`src/rtl/psr_pkg.sv`:
```
package psr_pkg;
    localparam int MODE_W = 5;
    localparam int NBANKS = 6;
    localparam int BANK_W = $clog2(NBANKS);

    localparam int B_T = 5;
    localparam int B_F = 6;
    localparam int B_I = 7;
    localparam int B_A = 8;
    localparam int B_E = 9;

    localparam logic [MODE_W-1:0] MODE_USR = 5'h10;
    localparam logic [MODE_W-1:0] MODE_FIQ = 5'h11;
    localparam logic [MODE_W-1:0] MODE_IRQ = 5'h12;
    localparam logic [MODE_W-1:0] MODE_SVC = 5'h13;
    localparam logic [MODE_W-1:0] MODE_ABT = 5'h17;
    localparam logic [MODE_W-1:0] MODE_UND = 5'h1B;
    localparam logic [MODE_W-1:0] MODE_SYS = 5'h1F;

    typedef enum logic [2:0] {
        EXC_RESET = 3'd0,
        EXC_UNDEF = 3'd1,
        EXC_SWI   = 3'd2,
        EXC_PABT  = 3'd3,
        EXC_DABT  = 3'd4,
        EXC_IRQ   = 3'd5,
        EXC_FIQ   = 3'd6,
        EXC_RSVD  = 3'd7
    } exc_e;

    typedef logic [BANK_W-1:0] bank_t;
endpackage

```
`src/rtl/psr_exc_decode.sv`:
```
module psr_exc_decode
    import psr_pkg::*;
#(
    parameter int ADDR_W = 32,
    parameter logic [ADDR_W-1:0] VEC_BASE = '0
) (
    input  logic [2:0]        kind,
    output logic              valid,
    output logic [MODE_W-1:0] mode,
    output logic [ADDR_W-1:0] vec,
    output logic              sets_f,
    output logic              sets_a
);
    localparam int SLOT_W = 4;
    logic [SLOT_W-1:0] slot;

    always_comb begin
        valid  = 1'b1;
        sets_f = 1'b0;
        sets_a = 1'b1;
        mode   = MODE_SVC;
        unique case (exc_e'(kind))
            EXC_RESET: sets_f = 1'b1;
            EXC_UNDEF: begin mode = MODE_UND; sets_a = 1'b0; end
            EXC_SWI:   sets_a = 1'b0;
            EXC_PABT:  mode = MODE_ABT;
            EXC_DABT:  mode = MODE_ABT;
            EXC_IRQ:   mode = MODE_IRQ;
            EXC_FIQ:   begin mode = MODE_FIQ; sets_f = 1'b1; end
            default:   begin valid = 1'b0; sets_a = 1'b0; end
        endcase
        // one slot is skipped between data abort and interrupt
        slot = (kind >= 3'd5) ? SLOT_W'(kind) + SLOT_W'(1) : SLOT_W'(kind);
        vec  = VEC_BASE + (ADDR_W'(slot) << 2);
    end
endmodule

```
`src/rtl/psr_bank_decode.sv`:
```
module psr_bank_decode
    import psr_pkg::*;
(
    input  logic [MODE_W-1:0] mode,
    output bank_t             bank,
    output logic              priv
);
    always_comb begin
        unique case (mode)
            MODE_FIQ: bank = bank_t'(1);
            MODE_IRQ: bank = bank_t'(2);
            MODE_SVC: bank = bank_t'(3);
            MODE_ABT: bank = bank_t'(4);
            MODE_UND: bank = bank_t'(5);
            default:  bank = bank_t'(0);
        endcase
        priv = (mode != MODE_USR);
    end
endmodule

```
`src/rtl/psr_unit.sv`:
```
module psr_unit
    import psr_pkg::*;
#(
    parameter int PSR_W  = 32,
    parameter int ADDR_W = 32,
    parameter logic [ADDR_W-1:0] VEC_BASE = '0
) (
    input  logic              clk,
    input  logic              rst_n,
    input  logic              exc_req,
    input  logic [2:0]        exc_type,
    input  logic              cfg_big_endian,
    input  logic              wr_en,
    input  logic              wr_ctrl_only,
    input  logic [PSR_W-1:0]  wr_data,
    input  logic              cps_en,
    input  logic              cps_disable,
    input  logic              cps_sel_irq,
    input  logic              cps_sel_fiq,
    input  logic              cps_mode_en,
    input  logic [4:0]        cps_mode,
    input  logic              ret_en,
    output logic [PSR_W-1:0]  status_o,
    output logic [PSR_W-1:0]  saved_o,
    output logic [ADDR_W-1:0] vec_addr_o,
    output logic              vec_load_o,
    output logic              ret_load_o,
    output logic              ret_ignored_o,
    output logic [2:0]        bank_o
);
    localparam logic [PSR_W-1:0] RESET_PSR = PSR_W'(32'h0000_01D3);
    localparam logic [PSR_W-1:0] CTRL_MASK = PSR_W'(32'h0000_00FF);
    localparam logic [PSR_W-1:0] PROT_MASK = PSR_W'(32'h0000_01DF);

    typedef struct packed {
        logic [PSR_W-1:0]                 cpsr;
        logic [NBANKS-1:0][PSR_W-1:0]     spsr;
        logic [ADDR_W-1:0]                vec;
        logic                             vec_load;
        logic                             ret_load;
        logic                             ret_ign;
    } state_t;

    state_t s_d, s_q;

    logic              ex_valid, ex_sets_f, ex_sets_a;
    logic [MODE_W-1:0] ex_mode;
    logic [ADDR_W-1:0] ex_vec;
    bank_t             ex_bank, cur_bank;
    logic              ex_priv_unused, cur_priv;
    logic [PSR_W-1:0]  wmask, entry_psr;

    psr_exc_decode #(.ADDR_W(ADDR_W), .VEC_BASE(VEC_BASE)) u_exc (
        .kind(exc_type), .valid(ex_valid), .mode(ex_mode),
        .vec(ex_vec), .sets_f(ex_sets_f), .sets_a(ex_sets_a)
    );

    psr_bank_decode u_cur_bank (
        .mode(s_q.cpsr[MODE_W-1:0]), .bank(cur_bank), .priv(cur_priv)
    );

    psr_bank_decode u_exc_bank (
        .mode(ex_mode), .bank(ex_bank), .priv(ex_priv_unused)
    );

    always_comb begin
        s_d          = s_q;
        s_d.vec_load = 1'b0;
        s_d.ret_load = 1'b0;
        s_d.ret_ign  = 1'b0;

        entry_psr                = s_q.cpsr;
        entry_psr[MODE_W-1:0]    = ex_mode;
        entry_psr[B_T]           = 1'b0;
        entry_psr[B_I]           = 1'b1;
        entry_psr[B_F]           = s_q.cpsr[B_F] | ex_sets_f;
        entry_psr[B_A]           = s_q.cpsr[B_A] | ex_sets_a;
        entry_psr[B_E]           = cfg_big_endian;

        wmask = wr_ctrl_only ? CTRL_MASK : '1;
        if (!cur_priv) wmask = wmask & ~PROT_MASK;

        if (exc_req && ex_valid) begin
            s_d.spsr[ex_bank] = s_q.cpsr;
            s_d.cpsr          = entry_psr;
            s_d.vec           = ex_vec;
            s_d.vec_load      = 1'b1;
        end else if (exc_req) begin
            s_d = s_d;
        end else if (ret_en) begin
            if (cur_bank == bank_t'(0)) begin
                s_d.ret_ign = 1'b1;
            end else begin
                s_d.cpsr     = s_q.spsr[cur_bank];
                s_d.ret_load = 1'b1;
            end
        end else if (cps_en) begin
            if (cur_priv) begin
                if (cps_sel_irq) s_d.cpsr[B_I] = cps_disable;
                if (cps_sel_fiq) s_d.cpsr[B_F] = cps_disable;
                if (cps_mode_en) s_d.cpsr[MODE_W-1:0] = cps_mode;
            end
        end else if (wr_en) begin
            s_d.cpsr = (s_q.cpsr & ~wmask) | (wr_data & wmask);
        end
    end

    always_ff @(posedge clk) begin
        if (!rst_n) begin
            s_q      <= '0;
            s_q.cpsr <= RESET_PSR;
            s_q.vec  <= '0;
        end else begin
            s_q <= s_d;
        end
    end

    assign status_o      = s_q.cpsr;
    assign saved_o       = s_q.spsr[cur_bank];
    assign vec_addr_o    = s_q.vec;
    assign vec_load_o    = s_q.vec_load;
    assign ret_load_o    = s_q.ret_load;
    assign ret_ignored_o = s_q.ret_ign;
    assign bank_o        = 3'(cur_bank);

    // entry leaves interrupts masked and the state bit clear
    a_r3_entry_masks: assert property (@(posedge clk) disable iff (!rst_n)
        (exc_req && ex_valid) |=> (status_o[B_I] && !status_o[B_T] && vec_load_o));

    // the target mode's saved slot holds the pre-entry status
    a_r4_saved_capture: assert property (@(posedge clk) disable iff (!rst_n)
        (exc_req && ex_valid) |=> (saved_o == $past(status_o)));

    // a control-byte write leaves the upper bits alone
    a_r6_ctrl_byte_only: assert property (@(posedge clk) disable iff (!rst_n)
        (wr_en && wr_ctrl_only && !exc_req && !ret_en && !cps_en)
        |=> (status_o[PSR_W-1:8] == $past(status_o[PSR_W-1:8])));

    // user mode is left only through an exception, masks stay put
    a_r7_user_locked: assert property (@(posedge clk) disable iff (!rst_n)
        ((status_o[MODE_W-1:0] == MODE_USR) && !(exc_req && ex_valid))
        |=> ((status_o[MODE_W-1:0] == MODE_USR) &&
             (status_o[B_A:B_F] == $past(status_o[B_A:B_F]))));

    // pulses are mutually exclusive
    a_r10_pulse_excl: assert property (@(posedge clk) disable iff (!rst_n)
        $onehot0({vec_load_o, ret_load_o, ret_ignored_o}));
endmodule

```
`config.mk`:
```
export PLATFORM = sky130hd
export DESIGN_NAME = psr_unit
export DESIGN_NICKNAME = d
export VERILOG_FILES = /design/src/rtl/psr_pkg.sv /design/src/rtl/psr_exc_decode.sv /design/src/rtl/psr_bank_decode.sv /design/src/rtl/psr_unit.sv
export SDC_FILE = /design/constraint.sdc
export NUM_CORES = 1
export LEC_CHECK = 0
export BUFFER_PORTS_ARGS = -buffer_cell sky130_fd_sc_hd__buf_4
export CAP_MARGIN = 25
export CELL_PAD_IN_SITES_DETAIL_PLACEMENT = 0
export CELL_PAD_IN_SITES_GLOBAL_PLACEMENT = 2
export CORE_MARGIN = 3
export CORE_UTILIZATION = 37
export CTS_CLUSTER_SIZE = 20
export DETAILED_ROUTE_END_ITERATION = 10
export PLACE_DENSITY = 0.95
export SYNTH_ARGS = -nofsm -noshare
export SYNTH_HDL_FRONTEND = slang
export SYNTH_HIERARCHICAL = 1
export SYNTH_SLANG_ARGS = --single-unit
```
`constraint.sdc`:
```
create_clock -name clk -period 7.1 [get_ports clk]
set_input_delay 0 -clock clk [delete_from_list [all_inputs] [get_ports clk]]
set_output_delay 0 -clock clk [all_outputs]
set_load 0.005 [all_outputs]
```
==> results_dict.tcl, run 1 <==
set metrics [dict create \
    status "complete, no violations" \
    switchingPower_mw 1.13 \
    hold_ws_ns 0.0298 \
    cp_cell_sequence "nand2b_4 -> nor3b_2 -> buf_4 -> nand2b_1 -> buf_4 -> o2bb2ai_1 -> o2111ai_1 -> dlygate4sd3_1 -> a21oi_1" \
    ys_warn_count 6 \
    cts.sinks 259 \
    p_leak_nw 5.54 \
    worstMarginPinSlew_ns 1.01 \
    io_buffers 153 \
    clockBufferDepth 3 \
    grt_pass1_wl_mm 61.0 \
    globalplace.congestion 0.816 \
    p_comb_share_pct 19.2 \
    drtPass1Iterations 5 \
    coreArea_mm2 0.0338 \
    setup_violations 0 \
    cts_tree "done" \
    die_x_um 192 \
    slowest_delay_ns 0.67 \
    grt-ovfl-total 0 \
    hold_viol 0 \
    min_period_ns 3.86 \
    grt_pass1_vias 10695 \
    area_growth_pct 18.2 \
    end_kind "register" \
    crit_top_cell "buf_4" \
    start_kind "register" \
    critPathMaxFanout 45 \
    num_rows 67 \
    setup_tns_ns 0 \
    fmax_mhz 259 \
    h-tree-depth 1 \
    clk_pin_slew_ns 0.07 \
    avgSynthCellArea_um2 7.88 \
    ctsResizeCount 0 \
    cts_root_buf "clkbuf_16" \
    drtAntennaViolNets 0 \
    dp_hpwl_mm 23.3 \
    first_iter_violations 887 \
    hold_depth 5 \
    relSlewSlack_pct 32.9 \
    drv_cap 0 \
    diodes 0 \
    io_pins 154 \
    antenna_found_initial 0 \
    skew_ns 0.0110 \
    worst-endpoint-required_ns 7.54 \
    grtUsageTotal_pct 20.5 \
    cpMaxStageDelayCell "buf_4" \
    start_util_pct 37.9 \
    avgViaCountPerCell 5.26 \
    numCtsBuffers 29 \
    grt_max_degree 160 \
    cts_setup_buffers 0 \
    die_area_mm2 0.0369 \
    clock_latency_ns 0.55 \
    hold_buffers 46 \
    die_height_um 192 \
    p_int_mw 2.86 \
    wl_per_cell_um 18.2 \
    drv_slew 0 \
    fillers 3347 \
    rr_worst_depth 9 \
    netlist_instances 1624 \
    p_sw_share_pct 28.4 \
    drive_gt1_share_pct 17.8 \
    peakVddDrop_uv 186 \
    grt_setup_unrepaired "no" \
    route.vias.total 11263 \
    seqPwrFrac_pct 39.2 \
    p_per_area_mw_per_mm2 264 \
    final_net_count 1731 \
    drc 0 \
    routed_wl_mm 39.0 \
    worst_ep_arrival_time_ns 4.30 \
    period_share_pct 54.3 \
    clock_power_share_pct 41.7 \
    crit_type "reg2reg" \
    netlist_area_mm2 0.0128 \
    hold_class "in2reg" \
]
cells in the final DEF (no fill, tap or decap), drive strengths merged, types with 4 or more instances in the layout:
master         n
o32a           4
or4b           4
inv           10
dlygate4sd3   46
mux2          28
a211oi        27
nor2b         12
buf          176
mux2i         69
nor3           6
o22ai         48
nand2b        11
o32ai          4
o21ai         32
nor3b          4
a31oi          4
and2           4
nor4           4
nand3          7
dfxtp        259
conb          29
bufinv         6
ha             5
nor2          61
a21oi        235
clkbuf        39
nand2        482
a32o          23
mux4           4
power by group through the flow:
stage | combinational [mW] | clock, mW | sequential [mW]
final | 0.765 | 1.67 | 1.57
after floorplan | 0.512 | 0 | 1.57
after detailed placement | 0.740 | 0 | 1.60
after global placement | 0.722 | 0 | 1.60
after global routing | 0.827 | 1.76 | 1.57
after CTS | 0.765 | 1.70 | 1.57
metrics by stage:
| step | util, % | cells | setup slack (ns) | total power [mW] | cell area (µm²) |
|---|---|---|---|---|---|
| 2_1_floorplan | - | 1651 | 4.87 | 2.08 | 12900 |
| 3_3_place_gp | 39.9 | 2039 | 3.53 | 2.32 | 13500 |
| 3_5_place_dp | 40.2 | 2044 | 3.59 | 2.34 | 13600 |
| 4_1_cts | 44.7 | 2142 | 3.30 | 4.03 | 15100 |
| 5_1_grt | 44.8 | 2143 | 3.11 | 4.16 | 15100 |
| 6_report | 44.8 | 2143 | 3.24 | 4.00 | 15100 |
per-layer routing:
metal | track usage (%) | routed length [µm]
met2 | 33.3 | 18100
met4 | 4.96 | 680
met5 | 0 | 0
met3 | 3.16 | 2470
met1 | 28.6 | 17800
path summary, 6_finish.rpt:
kind,slack (ns),end,start
setup / recovery,3.24,status_o[5],status_o[4]
hold / removal,0.03,status_o[6],cps_disable
setup reg to reg,3.24,status_o[5],status_o[4]
hold reg to reg,0.45,register,register
cell type report:
type / instances / area (µm²) / area share (%)
Inverter: 9 / 41.3 / 0.273
Timing Repair Buffer: 222 / 1850 / 12.2
Sequential cell: 259 / 5180 / 34.3
Clock buffer: 39 / 833 / 5.51
Tap cell: 448 / 561 / 3.71
Multi-Input combinational cell: 1153 / 6430 / 42.5
Clock inverter: 13 / 226 / 1.50
worst max-delay path: cells and delay by family (launching register included):
family / cells / cell delay, ns
compound gates: 3 / 0.51
buf+inv: 3 / 1.70
flops: 1 / 0.60
simple gates: 3 / 0.91
(Power assumes the default switching activity.)
==> inputs of run 2 (changes only) <==
--- a/config.mk
+++ b/config.mk
@@ -5,15 +5,16 @@
 export SDC_FILE = /design/constraint.sdc
 export NUM_CORES = 1
 export LEC_CHECK = 0
+export ABC_AREA = 1
 export BUFFER_PORTS_ARGS = -buffer_cell sky130_fd_sc_hd__buf_4
 export CAP_MARGIN = 25
 export CELL_PAD_IN_SITES_DETAIL_PLACEMENT = 0
 export CELL_PAD_IN_SITES_GLOBAL_PLACEMENT = 2
 export CORE_MARGIN = 3
-export CORE_UTILIZATION = 37
+export CORE_UTILIZATION = 30
 export CTS_CLUSTER_SIZE = 20
 export DETAILED_ROUTE_END_ITERATION = 10
-export PLACE_DENSITY = 0.95
+export PLACE_DENSITY = 0.87
 export SYNTH_ARGS = -nofsm -noshare
 export SYNTH_HDL_FRONTEND = slang
 export SYNTH_HIERARCHICAL = 1
==> constraint.sdc (replaced) <==
create_clock -name clk -period 3.4 [get_ports clk]
set_input_delay 0 -clock clk [delete_from_list [all_inputs] [get_ports clk]]
set_output_delay 0 -clock clk [all_outputs]
set_load 0.005 [all_outputs]
==> run 2 against run 1 <==
Net effect:
- synthesized cell count up 5.0%
- maximum frequency up 22%
- synthesized area down 3.5%
- critical path depth up 3
- via count down 2.3%
- global-route usage down 4.6 points
==> results_dict.tcl, run 2 <==
set metrics [dict create \
    die_x_um 209 \
    worstMarginPinSlew_ns 0.775 \
    dp_worst_setup_slack_ns 0.628 \
    coreArea_mm2 0.0402 \
    dp_hpwl_mm 22.0 \
    crit_type "reg2reg" \
    io_pins 154 \
    setup_tns_ns 0 \
    rr_startpoint "status_o[2]" \
    avgSynthCellArea_um2 7.24 \
    period_share_pct 93.3 \
    wl_per_cell_um 15.3 \
    ys_warn_count 6 \
    grt_pass1_wl_mm 58.0 \
    power.total_mw 9.34 \
    end_kind "register" \
    setup_violations 0 \
    start_kind "register" \
    globalplace.congestion 0.767 \
    reg2reg_slack_ns 0.23 \
    drive_gt1_share_pct 15.1 \
    worst-endpoint-required_ns 3.83 \
    min-delay-start "wr_ctrl_only" \
    final_cell_mix "nand2_1, dfxtp_1, a21oi_1" \
    hold_class "in2reg" \
    area_growth_pct 21.1 \
    netlist_area_mm2 0.0123 \
    final_common_cell "nand2_1" \
    netlist_instances 1705 \
    cts.sinks 259 \
    critPathMaxFanout 9 \
    drv_slew 0 \
    routed_wl_mm 36.0 \
    die_height_um 209 \
    cts_tree "done" \
    fmax_mhz 315 \
    num_rows 73 \
    drc 0 \
    grt_setup_unrepaired "no" \
    status "complete, no violations" \
    p_leak_nw 6.79 \
    first_iter_violations 619 \
    antenna_found_initial 0 \
    drtAntennaViolNets 0 \
    clockBufferDepth 3 \
    hold_viol 0 \
    grt_max_degree 109 \
    cts_root_buf "clkbuf_16" \
    relSlewSlack_pct 48.3 \
    min_period_ns 3.17 \
    peakVddDrop_uv 355 \
    drv_cap 0 \
    grt-ovfl-total 0 \
    startpoint "status_o[2]" \
    hold_ws_ns 0.0119 \
    grtUsageTotal_pct 15.9 \
    io_buffers 153 \
    numCtsBuffers 30 \
    cts_setup_buffers 0 \
    die_area_mm2 0.0436 \
    worst_ep_arrival_time_ns 3.60 \
    route.vias.total 11001 \
    grt_pass1_vias 10702 \
    final_net_count 1858 \
    h-tree-depth 1 \
    drtPass1Iterations 4 \
    clk_pin_slew_ns 0.06 \
    clock_latency_ns 0.54 \
    avgViaCountPerCell 4.68 \
    layout_setup_ws_ns 0.229 \
    p_per_area_mw_per_mm2 624 \
    start_util_pct 30.7 \
    diodes 0 \
    skew_ns 0.00531 \
]
-- run 2: cell count changes in the layout (fill, tap and decap cells not counted), moves of 23 or more --
cell,change
nand2_1,-165
o21ai_0,+137
o21ai_1,+107
nor2_1,+106
inv_1,+85
mux2i_1,-69
o22ai_1,-46
a22o_1,+32
o21a_1,+28
mux2_2,-27
a32o_1,-23
-- run 2: worst paths after layout --
| path | endpoint | cells past startpoint |
|---|---|---|
| min | status_o[8] | 7 |
| max reg2reg | status_o[0] | 12 |
| min reg2reg | register | 2 |
| max | status_o[0] | 12 |
-- run 2: repair_timing --
action	CTS	global route
hold endpoints to repair	72	0
resized for setup	0	3
hold buffers	67	0
endpoints found under the setup margin	0	14
-- run 2: critical path, stage by stage (launching register included) --
cell and delay [ns]:
dfxtp_1 0.39, nor2_2 0.20, nand3_1 0.38, inv_1 0.38, nand2_1 0.09, nand2_1 0.06
o21ai_0 0.07, dlygate4sd3_1 0.55, a21boi_0 0.18, nand2_1 0.08, nand2_1 0.07, nand2_1 0.05
dlygate4sd3_1 0.55
-- run 2: power by group --
group	internal, mW	total (mW)	switching, mW
Combinational	1.06	2.75	1.70
Sequential	3.21	3.31	0.104
Clock	1.99	3.27	1.28
-- run 2: routing by layer --
layer | vias to the layer above | wire length, µm | share of wire, % | track usage [%]
li1 | 5697 | - | - | -
met1 | 5043 | 17100 | 47 | 21.6
met2 | 222 | 16400 | 46 | 26.1
met3 | 39 | 1850 | 5.1 | 3.09
met4 | 0 | 646 | 1.8 | 3.49
met5 | - | 0 | 0 | 0
-- run 2: area by class of cell --
cell class                 count  area, µm²
timing repair buffer         244       2130
tap                          525        657
multi-input combinational   1157       5540
inverter                     109        429
fill                        4222      25200
sequential                   259       5180
clock buffer                  44        905
clock inverter                11        113
-- run 2: metrics by stage --
stage                     instances  cell area, µm²  utilization (%)
final                          2349           15000             37.2
after CTS                      2347           14900             37.1
after floorplan                1732           12400                -
after global routing           2349           15000             37.2
after detailed placement       2225           13200             32.9
after global placement         2224           13200             32.8
==> inputs of run 3 (changes only) <==
--- a/config.mk
+++ b/config.mk
@@ -5,14 +5,12 @@
 export SDC_FILE = /design/constraint.sdc
 export NUM_CORES = 1
 export LEC_CHECK = 0
-export ABC_AREA = 1
 export BUFFER_PORTS_ARGS = -buffer_cell sky130_fd_sc_hd__buf_4
 export CAP_MARGIN = 25
 export CELL_PAD_IN_SITES_DETAIL_PLACEMENT = 0
 export CELL_PAD_IN_SITES_GLOBAL_PLACEMENT = 2
 export CORE_MARGIN = 3
-export CORE_UTILIZATION = 30
-export CTS_CLUSTER_SIZE = 20
+export CORE_UTILIZATION = 31
 export DETAILED_ROUTE_END_ITERATION = 10
 export PLACE_DENSITY = 0.87
 export SYNTH_ARGS = -nofsm -noshare
==> run 3 against run 2 <==
Net effect:
- final cell count is 4.3% lower
- clock skew rose by 0.0082 ns
- first-iteration DRC count increased by 48%
- sequential share of layout area shrank 0.95 points
- power fell by 11%
- hold slack gained 0.022 ns
- global-route usage increased by 2.4 points
- non-clock buffer count grew 4
- critical path type unchanged
- largest cell class unchanged
- highest routed layer unchanged
==> results_dict.tcl, run 3 (synthesized netlist as in run 1, its figures left out) <==
set metrics [dict create \
    globalplace.congestion 0.817 \
    wl_per_cell_um 18.8 \
    rr_worst_depth 7 \
    h-tree-depth 1 \
    drtPass1Iterations 6 \
    drive_gt1_share_pct 18.5 \
    dp_hpwl_mm 26.9 \
    p_leak_nw 5.65 \
    coreArea_mm2 0.0403 \
    seq_area_mm2 0.00519 \
    worstReg2RegEnd "status_o[9]" \
    drv_slew 0 \
    final_cell_mix "nand2_1, dfxtp_1, a21oi_1" \
    cts_root_buf "clkbuf_16" \
    crit_type "reg2reg" \
    reg2reg_slack_ns 0.24 \
    hold_class "in2reg" \
    start_kind "register" \
    numCtsBuffers 30 \
    dp_worst_setup_slack_ns 0.646 \
    layout_setup_ws_ns 0.235 \
    cts.sinks 259 \
    grt_setup_unrepaired "no" \
    worst-endpoint-required_ns 3.85 \
    grt-ovfl-total 0 \
    die_height_um 209 \
    drv_cap 0 \
    grtUsageTotal_pct 18.3 \
    start_util_pct 31.8 \
    end_kind "register" \
    antenna_found_initial 0 \
    final_net_count 1758 \
    hold_depth 4 \
    avgViaCountPerCell 5.10 \
    hold_viol 0 \
    clockBufferDepth 3 \
    skew_ns 0.0135 \
    min_delay_worst_endpoint "status_o[6]" \
    io_pins 154 \
    min-delay-start "cps_en" \
    first_iter_violations 915 \
    relSlewSlack_pct 42.2 \
    peakVddDrop_uv 348 \
    p_per_area_mw_per_mm2 537 \
    io_buffers 153 \
    die_area_mm2 0.0438 \
    cts_tree "done" \
    num_rows 73 \
    grt_pass1_vias 10613 \
    clock_latency_ns 0.57 \
    critPathMaxFanout 12 \
    fillers 4066 \
    setup_tns_ns 0 \
    period_share_pct 93.1 \
    diodes 0 \
    clk_pin_slew_ns 0.06 \
    grt_pass1_wl_mm 64.3 \
    setup_violations 0 \
    worstMarginPinSlew_ns 0.867 \
    final_common_cell "nand2_1" \
    area_growth_pct 20.2 \
    status "complete, no violations" \
    routed_wl_mm 42.2 \
    multi_input_area_mm2 0.00643 \
    grt_max_degree 133 \
    cts_setup_buffers 0 \
    drtAntennaViolNets 0 \
    min_period_ns 3.16 \
    die_x_um 209 \
    fmax_mhz 316 \
    drc 0 \
    worst_ep_arrival_time_ns 3.61 \
    rr_startpoint "status_o[0]" \
    route.vias.total 11466 \
]
## run 3: cell types whose count changed in the layout (fill, tap and decap cells not counted), sizes merged, moves of 26 or more
cell / previous run / this run
a211oi: 0 / 27
a22o: 32 / 0
buf: 177 / 203
inv: 110 / 9
mux2: 0 / 28
mux2i: 0 / 69
nand2: 326 / 482
nand3: 33 / 7
nor2: 176 / 61
o21a: 29 / 1
o21ai: 276 / 32
o22ai: 1 / 48
## run 3: worst max path at each step
stage | startpoint | endpoint | cells past startpoint
after global routing | status_o[4] | status_o[9] | 8
after global placement | status_o[0] | status_o[9] | 6
final | status_o[0] | status_o[9] | 7
after detailed placement | status_o[1] | register | 8
after floorplan | status_o[3] | register | 7
after CTS | status_o[1] | saved_o[30] | 7
## run 3: report_power, final
part / total, mW / switching (mW) / internal (mW)
clock network: 3.29 / 1.30 / 1.98
logic: 1.71 / 0.992 / 0.722
registers: 3.26 / 0.128 / 3.14
total: 8.27 / 2.42 / 5.84
## run 3: what timing repair did
item / 4_1_cts / 5_1_grt
endpoints found under the setup margin: 0 / 14
resized for setup: 0 / 2
endpoints found under the hold margin: 37 / 0
hold buffers: 45 / 0
## run 3: per-stage QoR
stage                     std cells  hold WS, ns  power, mW  util, %  area, µm²
after floorplan                1651        0.116       4.34        -      12900
after global placement         2149        0.295       4.98     34.6      13900
after detailed placement       2149        0.299       4.99     34.6      13900
after CTS                      2247      0.00330       8.36     38.2      15400
after global routing           2247       0.0521       8.61     38.2      15400
final                          2247       0.0339       8.27     38.2      15400
## run 3: final cells by class
cell class                      count  share of cell area (%)
Inverter                            9                   0.268
Timing Repair Buffer              248                    13.5
Clock buffer                       50                    6.03
Tap cell                          525                    4.27
Sequential cell                   259                    33.7
Multi-Input combinational cell   1153                    41.8
Clock inverter                      3                   0.423
## run 3: worst max-delay path, cell delays in order (launching register included)
cell and delay, ns:
dfxtp_1 0.65, nor3b_4 0.51, buf_4 0.31, mux4_2 0.52, o2bb2ai_1 0.18, o2111ai_1 0.24
a21oi_1 0.09, dlygate4sd3_1 0.55
## run 3: metal layers
metal  GRT usage, %  vias to the layer above  wire length, µm
met2           28.3                      370            18500
met4           4.99                        0              847
li1               -                     5550                -
met5              0                        -                0
met1           26.4                     5486            19800
met3           2.84                       60             2970
